## src/rtl/cfg_port.sv

```systemverilog
module cfg_port #(
  parameter int NDEV = 4,
  parameter logic [7:0] CHIP_ID = 8'h7C,
  parameter logic [7:0] CHIP_REV = 8'h01,
  parameter logic [7:0] KEY_ON = 8'h55,
  parameter logic [7:0] KEY_OFF = 8'hAA,
  parameter logic [7:0] DEV0 = 8'h0A
) (
  input  logic              clk,
  input  logic              rst_n,
  input  logic              addr,
  input  logic              wr,
  input  logic              rd,
  input  logic [7:0]        wdata,
  output logic [7:0]        rdata,
  output logic [16*NDEV-1:0] dev_base,
  output logic [NDEV-1:0]   dev_en,
  input  logic [15:0]       probe_addr,
  output logic              rt_hit
);
  localparam logic [7:0] IX_SEL = 8'h07, IX_ID = 8'h20, IX_REV = 8'h21,
                         IX_HI = 8'h60, IX_LO = 8'h61;

  logic       unlocked;
  logic [7:0] idx, sel;
  logic [15:0] base [NDEV];
  logic [NDEV-1:0] hit;
  logic [7:0] reg_rd;

  wire wr_idx  = wr && !addr;
  wire wr_data = wr && addr && unlocked;

  always_ff @(posedge clk or negedge rst_n) begin
    if (!rst_n) begin
      unlocked <= 1'b0;
      idx <= 8'h00;
      sel <= 8'h00;
    end else begin
      if (wr_idx) begin
        if (!unlocked) begin
          if (wdata == KEY_ON) unlocked <= 1'b1;
        end else if (wdata == KEY_OFF) unlocked <= 1'b0;
        else idx <= wdata;
      end
      if (wr_data && idx == IX_SEL) sel <= wdata;
    end
  end

  for (genvar k = 0; k < NDEV; k++) begin : g_bank
    assign hit[k] = (sel == DEV0 + 8'(k));
    always_ff @(posedge clk or negedge rst_n) begin
      if (!rst_n) base[k] <= 16'h0000;
      else if (wr_data && hit[k]) begin
        if (idx == IX_HI) base[k][15:8] <= wdata;
        if (idx == IX_LO) base[k][7:0] <= wdata;
      end
    end
    assign dev_base[16*k +: 16] = base[k];
    assign dev_en[k] = |base[k];
  end

  always_comb begin
    reg_rd = 8'h00;
    case (idx)
      IX_SEL: reg_rd = sel;
      IX_ID:  reg_rd = CHIP_ID;
      IX_REV: reg_rd = CHIP_REV;
      IX_HI, IX_LO:
        for (int k = 0; k < NDEV; k++)
          if (hit[k]) reg_rd = (idx == IX_HI) ? base[k][15:8] : base[k][7:0];
      default: reg_rd = 8'h00;
    endcase
  end

  assign rdata = !unlocked ? 8'hFF : (addr ? reg_rd : idx);
  assign rt_hit = dev_en[0] && (probe_addr[15:8] == base[0][15:8]);

  wire unused_rd = rd;
endmodule

```

## config.mk

```make
export PLATFORM = sky130hd
export DESIGN_NAME = cfg_port
export DESIGN_NICKNAME = d
export VERILOG_FILES = /design/src/rtl/cfg_port.sv
export SDC_FILE = /design/constraint.sdc
export NUM_CORES = 1
export LEC_CHECK = 0
export BUFFER_PORTS_ARGS = -buffer_cell sky130_fd_sc_hd__buf_2
export CAP_MARGIN = 20
export CORE_MARGIN = 2
export CORE_UTILIZATION = 29
export CTS_CLUSTER_DIAMETER = 40
export DETAILED_ROUTE_END_ITERATION = 6
export HOLD_SLACK_MARGIN = 0.1
export PLACE_DENSITY_LB_ADDON = 0.25
export SLEW_MARGIN = 10
export SYNTH_ARGS = -nofsm -noshare
export SYNTH_HDL_FRONTEND = slang
export SYNTH_SLANG_ARGS = --single-unit
```

## constraint.sdc

```tcl
create_clock -name clk -period 3.83 [get_ports clk]
set_input_delay 0.9575 -clock clk [delete_from_list [all_inputs] [get_ports clk]]
set_output_delay 0.9575 -clock clk [all_outputs]
set_load 0.01 [all_outputs]
```

* Yosys cells after proc, flatten, opt, wreduce, memory -nomap -nowiden
Cells that the tools add are included.
** Word-level totals
- Output and inout bits :: 77
- Bits of input ports :: 29
- Bits in registers :: 81
- Word-level logic and storage cells :: 62
** Operators by class
- Bitwise gates (word level) :: 1
- Mux-type cells :: 14
- Reductions and logical operators :: 24
- Equality and inequality tests :: 12
** Operators with widths (number)
- $mux 8 :: 10
- $reduce_or 16->1 :: 4
- $eq 8x4->1 const B :: 4
- $pmux 8 s4 :: 1
- $eq 8x7->1 const B :: 3
- $eq 8x6->1 const B :: 2
- $reduce_and 2->1 :: 8
- $logic_and 1x1->1 :: 9
- $eq 8x3->1 const B :: 1
- $eq 8x8->1 :: 1
- $eq 8x8->1 const B :: 1
- $mux 1 :: 3
- $reduce_and 3->1 :: 1
- $reduce_or 2->1 :: 1
- $logic_not 1->1 :: 1
- $not 1->1 :: 1

* Depth between registers and ports, before layout
Gate-level depths: netlist of the first run.
- Depth in word-level cells :: 9
- Mapped depth :: 7
- Mapped depth without buffers :: 5

* Worst setup path before layout of the first run
OpenSTA, ideal clock, no wires.
- Kind :: flip-flop to output port
- Start :: register idx[7]
- End :: output port rdata[2]
- Data arrival time :: 2072 ps
- Stages on the path, launching flop included :: 8
- Slack :: 801 ps
- Path buffers :: 2
- Path through :: dfrtp_1 -> and4bb_2 -> clkbuf_1 -> clkbuf_1 -> nand3_1 -> a21oi_1 -> nor4_1 -> o311ai_0
** Between the ends
- Longest elaborated chain between the ends :: 9
- Elaborated cells on any way between the ends :: 17
- Classes of those cells :: eq/ne: 5; mux: 11; reduce/logical: 1
** RTL lines
- start, declared :: RTL line 25 : logic [7:0] idx, sel;
- start signal, assigned :: RTL line 43 : else idx <= wdata;
- $eq 8x7->1 :: RTL line 64, 70
- $mux 8 (5 in series) :: RTL line 70 : if (hit[k]) reg_rd = (idx == IX_HI) ? base[k][15:8] : base[k][7:0];
- $pmux 8 s4 (*) :: RTL line 64 : case (idx)
- $mux 8 (*) (2 in series) :: RTL line 75 : assign rdata = !unlocked ? 8'hFF : (addr ? reg_rd : idx);
- end, declared :: RTL line 15 : output logic [7:0] rdata,
Mark *: on every way between the ends. The rest lies on a longest branch, timed or not.

* Worst setup path after layout of the first run
- Start :: register idx[3]
- End :: output port rdata[5]
The elaborated chain is that of the path after synthesis.

==> metrics, run 1 <==
Hold Buf Count CTS=0; clk_lat worst skew=0.35 ns; dpl hpwl=10490 um; Worst Path Max Fanout=17; Die H=128.2 um; total power=1.936 mW; n_diodes=0; via count=3681; routed vias/inst=5.535; EDFF count, synth=0; Worst Hold Depth=1; Seq/Total Area, Yosys=45.34%; Synth area leader=dfrtp_1; first-pass GRT wire length=22380 um; Max-slew headroom=52.02%; post-synthesis register bit count=81; CP Class=reg -> out; Worst-Margin Slew=0.7142 ns; maximum vdd drop=0.0001948 V; Placer Congestion=0.9264; Maximum Capacitance Violations=0; clock skew=0.006430 ns; hold_ws=0.5479 ns; Clock transition at path regs=0.05 ns; Synth area leaders=dfrtp_1, mux2_2, mux2_4, nor4_1, nand3_1; Hold Path Sink=dev_base[22]; Clock Path Buffers=2; Arrival @ worst endpoint=2.76 ns; I/O pins=106; Total Nets Final=503; dpl cells=647; starting density of the core=29.52%; RSZ-0062 raised after global routing=no; PwrDens=351.9 nW/um^2; Overall Global Routing Usage=18.27%; initial DRC count=261; Syn Inst Count=377; wire per inst=22.21 um; RR Endpoint=dev_base[36]; number of buffers created by CTS=9; largest net degree at the start of global routing=82; worst r2r src=idx[7]; area of the multi-input gates=2346 um^2; vias in the first global route=3626; CP Capture Type=output port; antenna violations before repair=0; Final Cell Area=5502 um^2; grt ovf=0; syn avg cell area=11.86 um^2; Worst Reg2Reg Path Length in Cells=5; IO buf count=96; fraction of registers with async set/reset=100.0%; Final min period=3.720 ns; top_reg_cell synth=dfrtp_1; Fmax achieved=268.8 MHz; row count=45; critical path required time=2.87 ns; Remaining DRCs=0; Post-Route WL=14770 um; Post-Syn Area=4471 um^2; Final Setup Violations=0; Post-Layout Cell Count=665; Max Slew Vio Count=0; dpl cell area=5164 um^2; Final TNS setup=0 ns; layout cells sized above 1=43.19%; footprint of the flip-flops and latches=2027 um^2; Detail Route Antenna Nets=0; area delta synth->final=23.06%; Die Span X=128.2 um; Hold Crit Class=reg -> reg; Syn Nets=406; H-tree Lvls=3; Synth top area share=45.34%; final hold violation count=0; distinct cell type count after synthesis=47; status=complete, no violations; startpoint types=flop; LEAKAGE=2.794 nW; Tcrit/Tclk final=97.12%; Detailed Routing Iterations Pass 1=5; CTS tree=done; die area=16430 um^2; hold_sp=dev_base[22]; CTS Root Cell=clkbuf_16; R2R Setup Slk=0.77 ns; fillers=1491; clk sinks=81; warnings from Yosys=0; Placeable Area=15150 um^2
==> per-stage QoR <==
step / setup slack [ns] / utilization [%]
after floorplan: 0.8007 / -
after global placement: 0.3936 / 34.09
after detailed placement: 0.4069 / 34.09
after CTS: 0.03232 / 35.84
after global routing: 0.0003246 / 36.32
final: 0.1104 / 36.32
==> per-layer routing <==
layer / GRT usage [%] / part of all wire [%] / vias up
li1: - / - / 1646
met4: 4.460 / 1.0 / 0
met3: 5.217 / 6.5 / 11
met2: 27.74 / 45 / 132
met5: 0 / 0 / -
met1: 25.71 / 47 / 1892
==> cell usage after synthesis, types with 2 or more instances <==
master     count
xor2_1         8
o311ai_1       2
nor2_1         2
o21ai_0       22
o31a_1         2
o22a_1         4
nand2_1       11
mux2i_1        8
mux2_1         3
a221o_1        2
nor4_1        25
o311ai_0       2
or4bb_1        2
mux2_2        43
buf_2          4
and4b_1        2
nor2_8         5
nand2b_1       2
mux2_4        32
and4bb_2       3
a31oi_1        4
a21o_1         3
a211o_1        4
a2bb2oi_1      5
nand3_1       22
nand4_1        4
nor3_1         4
a21oi_1       21
dfrtp_1       81
o31ai_1        2
and3_1         6
inv_1          3
o21bai_1       2
o22ai_1        3
clkbuf_1      17
==> what timing repair did <==
item	4_1_cts	5_1_grt
hold endpoints to repair	0	0
buffers inserted	0	3
setup endpoints to repair	0	3
resized for setup	0	1
==> how the worst max path moves through the flow <==
stage / slack (ns) / endpoint / cells past startpoint / from
after CTS: 0.03 / rdata[6] / 6 / idx[3]
after global placement: 0.39 / rdata[6] / 6 / idx[3]
final: 0.11 / rdata[5] / 7 / idx[3]
after floorplan: 0.80 / rdata[2] / 7 / idx[7]
after global routing: 0.0003 / rdata[5] / 7 / idx[3]
after detailed placement: 0.41 / rdata[6] / 6 / idx[3]
==> critical path: stages (launching register included) <==
cell	delay, ns
dfrtp_1	0.44
or4_1	0.67
buf_4	0.26
o21ai_0	0.18
a21oi_1	0.12
nor4_1	0.30
o311ai_1	0.23
buf_2	0.22
==> placed cells by master, fill, tap and decap left out, types with 3 or more instances in the layout <==
master / Yosys / routed
buf_12: 0 / 3
nor2_8: 5 / 5
and4bb_2: 3 / 3
a21o_1: 3 / 3
buf_4: 0 / 11
mux2i_1: 8 / 8
clkbuf_1: 17 / 3
nor4_1: 25 / 23
clkbuf_16: 0 / 9
and3_1: 6 / 6
o21ai_0: 22 / 22
nand4_1: 4 / 4
buf_2: 4 / 95
nor3_1: 4 / 4
o22a_1: 4 / 4
inv_1: 3 / 3
nand3_1: 22 / 22
a2bb2oi_1: 5 / 5
mux2_2: 43 / 43
nand2_1: 11 / 11
mux2_1: 3 / 3
mux2_4: 32 / 32
xor2_1: 8 / 8
a21oi_1: 21 / 21
a31oi_1: 4 / 4
a211o_1: 4 / 4
dfrtp_1: 81 / 81
o22ai_1: 3 / 3
==> state kept, by name, indices dropped and copies added (netlist names) <==
name,cells
dev_base,64
idx,8
sel,8
unlocked,1
==> power by group <==
group	switching [mW]	leakage [nW]	internal, mW	total [mW]
Combinational	0.163	1.54	0.0806	0.244
Clock	0.319	0.129	0.468	0.787
Sequential	0.0326	1.13	0.873	0.906
Total	0.515	2.79	1.42	1.94
==> layout make-up <==
cell class / instances / area share (%)
clock buffer: 14 / 4.799
inverter: 3 / 0.2047
multi-input combinational: 270 / 42.64
sequential: 81 / 36.84
tap: 188 / 4.276
timing repair buffer: 109 / 11.23
==> cells by family (layout without fill, tap and decap cells) <==
logic type	count (synthesis)	count (layout)	share of synthesized area [%]
simple gates	96	96	14.92
compound gates	80	80	11.59
mux	86	86	24.13
flops	81	81	45.34
buf+inv	26	126	2.463
xor+xnor	8	8	1.567
Power figures use the tool's default switching activity.
==> run 2: changes to the inputs <==
Settings changed: ABC_AREA set to 1, RECOVER_POWER set to 50.
==> run 2 against run 1 <==
  * The run now ends with max-capacitance violations, max-slew violations left
  * Synthesized area down 0.34%
  * Global-route usage is 1.0 points lower
  * Final cell count increased by 25%
  * Sequential power decreased by 2%
  * Clock power is 12% higher
  * Die area is 0.33% lower
  * Sequential cell count unchanged
==> metrics, run 2 <==
status=finished, violations left (was complete, no violations); failing checks=max-capacitance violations, max-slew violations; Final TNS setup=0 ns (unchanged); Hold Buf Count CTS=0 (unchanged); CP startpoint=idx[2] (was idx[3]); dpl hpwl=9762 um (was 10490 um); starting density of the core=29.53% (was 29.52%); Arrival @ worst endpoint=2.69 ns (was 2.76 ns); initial DRC count=325 (was 261); first-pass GRT wire length=21630 um (was 22380 um); wire per inst=16.68 um (was 22.21 um); Syn Inst Count=552 (was 377); Worst-Margin Slew=1.932 ns (was 0.7142 ns); Synth area leader=dfrtp_1 (unchanged); CP Capture Type=output port (unchanged); Critical Path Sink=rdata[3] (was rdata[5]); Remaining DRCs=0 (unchanged); Final Cell Area=5275 um^2 (was 5502 um^2); post-synthesis register bit count=81 (unchanged); Synth area leaders=dfrtp_1, nand2_1, o21ai_0, inv_1, o21ai_2 (was dfrtp_1, mux2_2, mux2_4, nor4_1, nand3_1); Detailed Routing Iterations Pass 1=5 (unchanged); antenna violations before repair=0 (unchanged); CTS Root Cell=clkbuf_16 (unchanged); dpl cell area=5014 um^2 (was 5164 um^2); commonest non-fill, non-tap cells in the layout=nand2_1, dfrtp_1, o21ai_0 (was buf_2, dfrtp_1, mux2_2); Worst Hold Depth=2 (was 1); Post-synth top cells=nand2_1, dfrtp_1, o21ai_0, inv_1, nor4_1 (was dfrtp_1, mux2_2, mux2_4, nor4_1); final hold violation count=0 (unchanged); startpoint types=flop (unchanged); number of buffers created by CTS=9 (unchanged); layout cells sized above 1=18.54% (was 43.19%); Overall Global Routing Usage=17.27% (was 18.27%); top-count cell post-synth=nand2_1 (was dfrtp_1); via count=4153 (was 3681); fraction of registers with async set/reset=100.0% (unchanged); Max Slew Vio Count=37 (was 0); P_sw=0.4958 mW (was 0.5149 mW); Die H=128.0 um (was 128.2 um); Syn Nets=581 (was 406); footprint of the flip-flops and latches=2027 um^2 (unchanged); top_reg_cell synth=dfrtp_1 (unchanged); distinct cell type count after synthesis=35 (was 47); n_diodes=0 (unchanged); grt ovf=0 (unchanged); fillers=1626 (was 1491); LEAKAGE=2.495 nW (was 2.794 nW); Total Nets Final=666 (was 503); Post-Syn Area=4456 um^2 (was 4471 um^2); Gate power share=8.2% (was 12.6%); warnings from Yosys=0 (unchanged); Clock transition at path regs=0.06 ns (was 0.05 ns); clk sinks=81 (unchanged); Worst Reg2Reg Path Length in Cells=8 (was 5); Hold Crit Class=reg -> reg (unchanged); I/O pins=106 (unchanged); Maximum Capacitance Violations=1 (was 0); Max-slew headroom=-28.77% (was 52.02%); post-CTS setup buffers=0 (unchanged); Seq/Total Area, Yosys=45.49% (was 45.34%); maximum vdd drop=0.0001560 V (was 0.0001948 V); most common cell after layout, fill and taps aside=nand2_1 (was buf_2); RR Endpoint=dev_base[27] (was dev_base[36]); area delta synth->final=18.39% (was 23.06%); critical path required time=2.87 ns (about the same); clk_lat worst skew=0.34 ns (was 0.35 ns); worst r2r src=idx[2] (was idx[7]); R2R Setup Slk=1.64 ns (was 0.77 ns); clock share of power=45.8% (was 40.6%); CTS tree=done (unchanged); PwrDens=366.2 nW/um^2 (was 351.9 nW/um^2); largest net degree at the start of global routing=82 (unchanged); Die Span X=128.0 um (was 128.2 um); Worst Path Max Fanout=43 (was 17); Final Setup Violations=0 (unchanged); CP Class=reg -> out (unchanged); syn avg cell area=8.072 um^2 (was 11.86 um^2); Final min period=3.649 ns (was 3.720 ns); area of the multi-input gates=2079 um^2 (was 2346 um^2); RSZ-0062 raised after global routing=no (unchanged); Placer Congestion=0.8597 (was 0.9264); Placeable Area=15090 um^2 (was 15150 um^2); Tcrit/Tclk final=95.26% (was 97.12%); IO buf count=96 (unchanged); vias in the first global route=3888 (was 3626); max FFs per register=64 (unchanged); Fmax achieved=274.1 MHz (was 268.8 MHz); row count=45 (unchanged); Post-Route WL=13850 um (was 14770 um); cell internal pwr=1.436 mW (was 1.421 mW); PostCTS Resize Cnt=0 (unchanged); die area=16370 um^2 (was 16430 um^2); hold_sp=idx[2] (was dev_base[22]); switch share=25.67% (was 26.59%); Clock Path Buffers=2 (unchanged); routed vias/inst=5.004 (was 5.535); H-tree Lvls=3 (unchanged); clock skew=0.004288 ns (was 0.006430 ns); Synth top area share=45.49% (was 45.34%); register share of total power=45.9% (was 46.8%); Detail Route Antenna Nets=0 (unchanged); EDFF count, synth=0 (unchanged)
[run 2: how the worst min path moves through the flow]
stage,to
floorplan,idx[0]
global placement,sel[3]
detailed placement,sel[3]
CTS,sel[3]
global route,idx[2]
finish,idx[2]
[run 2: final cells by class]
cell class | instances | area share (%)
clock buffer | 10 | 4.530
timing repair buffer | 97 | 8.302
sequential | 81 | 38.42
multi-input combinational | 399 | 39.42
clock inverter | 6 | 1.281
inverter | 49 | 3.582
tap | 188 | 4.459
[run 2: kinds of logic after synthesis]
group | share of synthesized area [%]
flip-flops | 45.49
AO/OA/AOI/OAI | 16.93
XOR/XNOR | 1.573
buffers and inverters | 7.835
AND/OR/NAND/NOR | 28.17
[run 2: critical path: stages, from the launching register on]
cell     delay [ns]
dfrtp_1        0.40
inv_1          0.09
nand2_1        0.10
nor2_4         0.26
nand2_4        0.31
inv_6          0.31
nor2_4         0.10
o21ai_0        0.26
o21ai_1        0.13
nand2_1        0.08
nand2_1        0.06
nand2_1        0.09
buf_2          0.14
[run 2: power groups by stage]
stage	clock, mW	combinational (mW)	sequential, mW
floorplan	0	0.0972	0.898
global placement	0	0.157	0.902
detailed placement	0	0.159	0.903
CTS	0.897	0.160	0.887
global route	0.938	0.176	0.889
finish	0.885	0.159	0.887
[run 2: layer usage]
layer / share of wire, % / GRT usage, % / routed length (um) / vias up
met3: 4.7 / 2.379 / 656 / 24
met1: 45 / 23.74 / 6226 / 1989
met4: 1.8 / 5.559 / 253 / 0
li1: - / - / - / 2019
met5: 0 / 0 / 0 / -
met2: 48 / 28.22 / 6711 / 121
[run 2: per-stage QoR]
step / hold slack, ns / total power [mW] / util [%] / instances / setup slack [ns]
finish: 0.5217 / 1.932 / 34.96 / 830 / 0.1814
floorplan: 0.4746 / 0.9951 / - / 552 / 1.297
global placement: 0.5015 / 1.059 / 33.23 / 813 / 0.6098
detailed placement: 0.5070 / 1.062 / 33.23 / 813 / 0.5812
CTS: 0.5209 / 1.944 / 35.26 / 829 / 0.2047
global route: 0.5511 / 2.002 / 34.96 / 830 / 0.01061
==> run 3: changes to the inputs <==
Settings changed: CTS_CLUSTER_SIZE set to 24, MAX_ROUTING_LAYER set to met4.
==> run 3 against run 2 <==
  * The run still ends with max-capacitance violations, max-slew violations left
  * Via count shrank 0.34%
  * Worst hold slack gained 0.00056 ns
  * Worst setup slack gained 0.032 ns
  * Final area is the same
  * Register-to-register slack is essentially flat
  * Wire length grew 0.35%
  * Combinational power is essentially flat
  * Fmax grew 0.88%
  * Clock power is essentially flat
  * Count of clock-buffer cells in the layout is the same
  * Critical endpoint unchanged
==> metrics, run 3 (synthesis results as in run 2) <==
Worst Path Max Fanout=43 (unchanged); clock skew=0.003878 ns (was 0.004288 ns); grt ovf=0 (unchanged); clk_lat worst skew=0.34 ns (about the same); Detail Route Antenna Nets=0 (unchanged); Placer Congestion=0.8735 (was 0.8597); Worst Hold Depth=2 (unchanged); largest net degree at the start of global routing=82 (unchanged); Clock Path Buffers=2 (unchanged); R2R Setup Slk=1.64 ns (about the same); Final TNS setup=0 ns (unchanged); final hold violation count=0 (unchanged); PostCTS Resize Cnt=0 (unchanged); Worst-Margin Slew=1.921 ns (was 1.932 ns); via count=4139 (was 4153); Hold Crit Class=reg -> reg (unchanged); Worst Reg2Reg Path Length in Cells=8 (unchanged); I/O pins=106 (unchanged); status=finished, violations left (unchanged); CP Capture Type=output port (unchanged); Clock transition at path regs=0.06 ns (about the same); Final Cell Area=5275 um^2 (unchanged); most common cell after layout, fill and taps aside=nand2_1 (unchanged); Remaining DRCs=0 (unchanged); starting density of the core=29.53% (unchanged); worst r2r src=idx[2] (unchanged); Die Span X=128.0 um (unchanged); IO buf count=96 (unchanged); layout cells sized above 1=18.54% (unchanged); max FFs per register=64 (unchanged); Total Nets Final=666 (unchanged); vias in the first global route=3886 (was 3888); Max-slew headroom=-28.03% (was -28.77%); clk sinks=81 (unchanged); total power=1.933 mW (was 1.932 mW); RSZ-0062 raised after global routing=no (unchanged); H-tree Lvls=3 (unchanged); hold_sp=sel[3] (was idx[2]); first-pass GRT wire length=21660 um (was 21630 um); Detailed Routing Iterations Pass 1=5 (unchanged); CTS Root Cell=clkbuf_16 (unchanged); maximum vdd drop=0.0001571 V (was 0.0001560 V); Final min period=3.617 ns (was 3.649 ns); Die H=128.0 um (unchanged); fillers=1629 (was 1626); post-CTS setup buffers=0 (unchanged); RR Endpoint=dev_base[27] (unchanged); startpoint types=flop (unchanged); PwrDens=366.5 nW/um^2 (was 366.2 nW/um^2); Overall Global Routing Usage=17.80% (was 17.27%); Arrival @ worst endpoint=2.66 ns (was 2.69 ns); dpl hpwl=9762 um (unchanged); Fmax achieved=276.5 MHz (was 274.1 MHz); Maximum Capacitance Violations=1 (unchanged); initial DRC count=358 (was 325); n_diodes=0 (unchanged); die area=16370 um^2 (unchanged); CTS tree=done (unchanged); wire per inst=16.74 um (was 16.68 um); LEAKAGE=2.495 nW (unchanged); CP startpoint=idx[2] (unchanged); critical path required time=2.87 ns (about the same); CP Class=reg -> out (unchanged); antenna violations before repair=0 (unchanged); Placeable Area=15090 um^2 (unchanged); Hold Path Sink=sel[3] (was idx[2]); Max Slew Vio Count=37 (unchanged); Hold Buf Count CTS=0 (unchanged); routed vias/inst=4.987 (was 5.004); Final Setup Violations=0 (unchanged); number of buffers created by CTS=9 (unchanged); dpl cell area=5014 um^2 (unchanged); row count=45 (unchanged); failing checks=max-capacitance violations, max-slew violations (unchanged); commonest non-fill, non-tap cells in the layout=nand2_1, dfrtp_1, o21ai_0 (unchanged); Tcrit/Tclk final=94.43% (was 95.26%); hold_ws=0.5223 ns (was 0.5217 ns); Post-Route WL=13900 um (was 13850 um); area delta synth->final=18.39% (unchanged)
## run 3: cell counts in the layout (fill, tap and decap cells not counted)
No cell type changed its count.
## run 3: worst max path at each step
stage | end | slack (ns)
floorplan | rdata[0] | 1.30
global placement | rdata[3] | 0.61
detailed placement | rdata[3] | 0.58
CTS | rdata[3] | 0.20
global route | rdata[0] | 0.007
finish | rdata[3] | 0.21
## run 3: area by class of cell
type | count | area, um^2 | share of cell area [%]
flip-flops and latches | 81 | 2027 | 38.42
multi-input cells | 399 | 2079 | 39.42
clock inverters | 6 | 67.56 | 1.281
well taps | 188 | 235.2 | 4.459
clock buffers | 10 | 239.0 | 4.530
repair buffers | 97 | 437.9 | 8.302
inverters | 49 | 188.9 | 3.582
## run 3: critical path, cell delays in order (launching register included)
cell and delay, ns:
dfrtp_1 0.40, inv_1 0.09, nand2_1 0.10, nor2_4 0.26, nand2_4 0.32, inv_6 0.31
nor2_4 0.10, o21ai_0 0.25, o21ai_1 0.12, nand2_1 0.08, nand2_1 0.05, nand2_1 0.08
buf_2 0.14
## run 3: per-stage QoR
stage               instances  util (%)  worst slack [ns]
floorplan                 552         -             1.297
global placement          813     33.23            0.6098
detailed placement        813     33.23            0.5812
CTS                       829     35.26            0.2047
global route              830     34.96          0.007114
finish                    830     34.96            0.2132
## run 3: where the power goes
group / switching, mW / total [mW] / internal (mW) / leakage, nW
Sequential: 0.0169 / 0.887 / 0.870 / 1.13
Clock: 0.363 / 0.887 / 0.524 / 0.145
Combinational: 0.117 / 0.159 / 0.0421 / 1.22
Total: 0.497 / 1.93 / 1.44 / 2.49
## run 3: layer usage
layer  up-vias  part of all wire, %  GRT usage, %
li1       2022                    -             -
met1      1967                   45         23.77
met2       132                   48         28.25
met3        18                  4.6         2.504
met4         0                  1.7         5.365
met5         -                    0             -
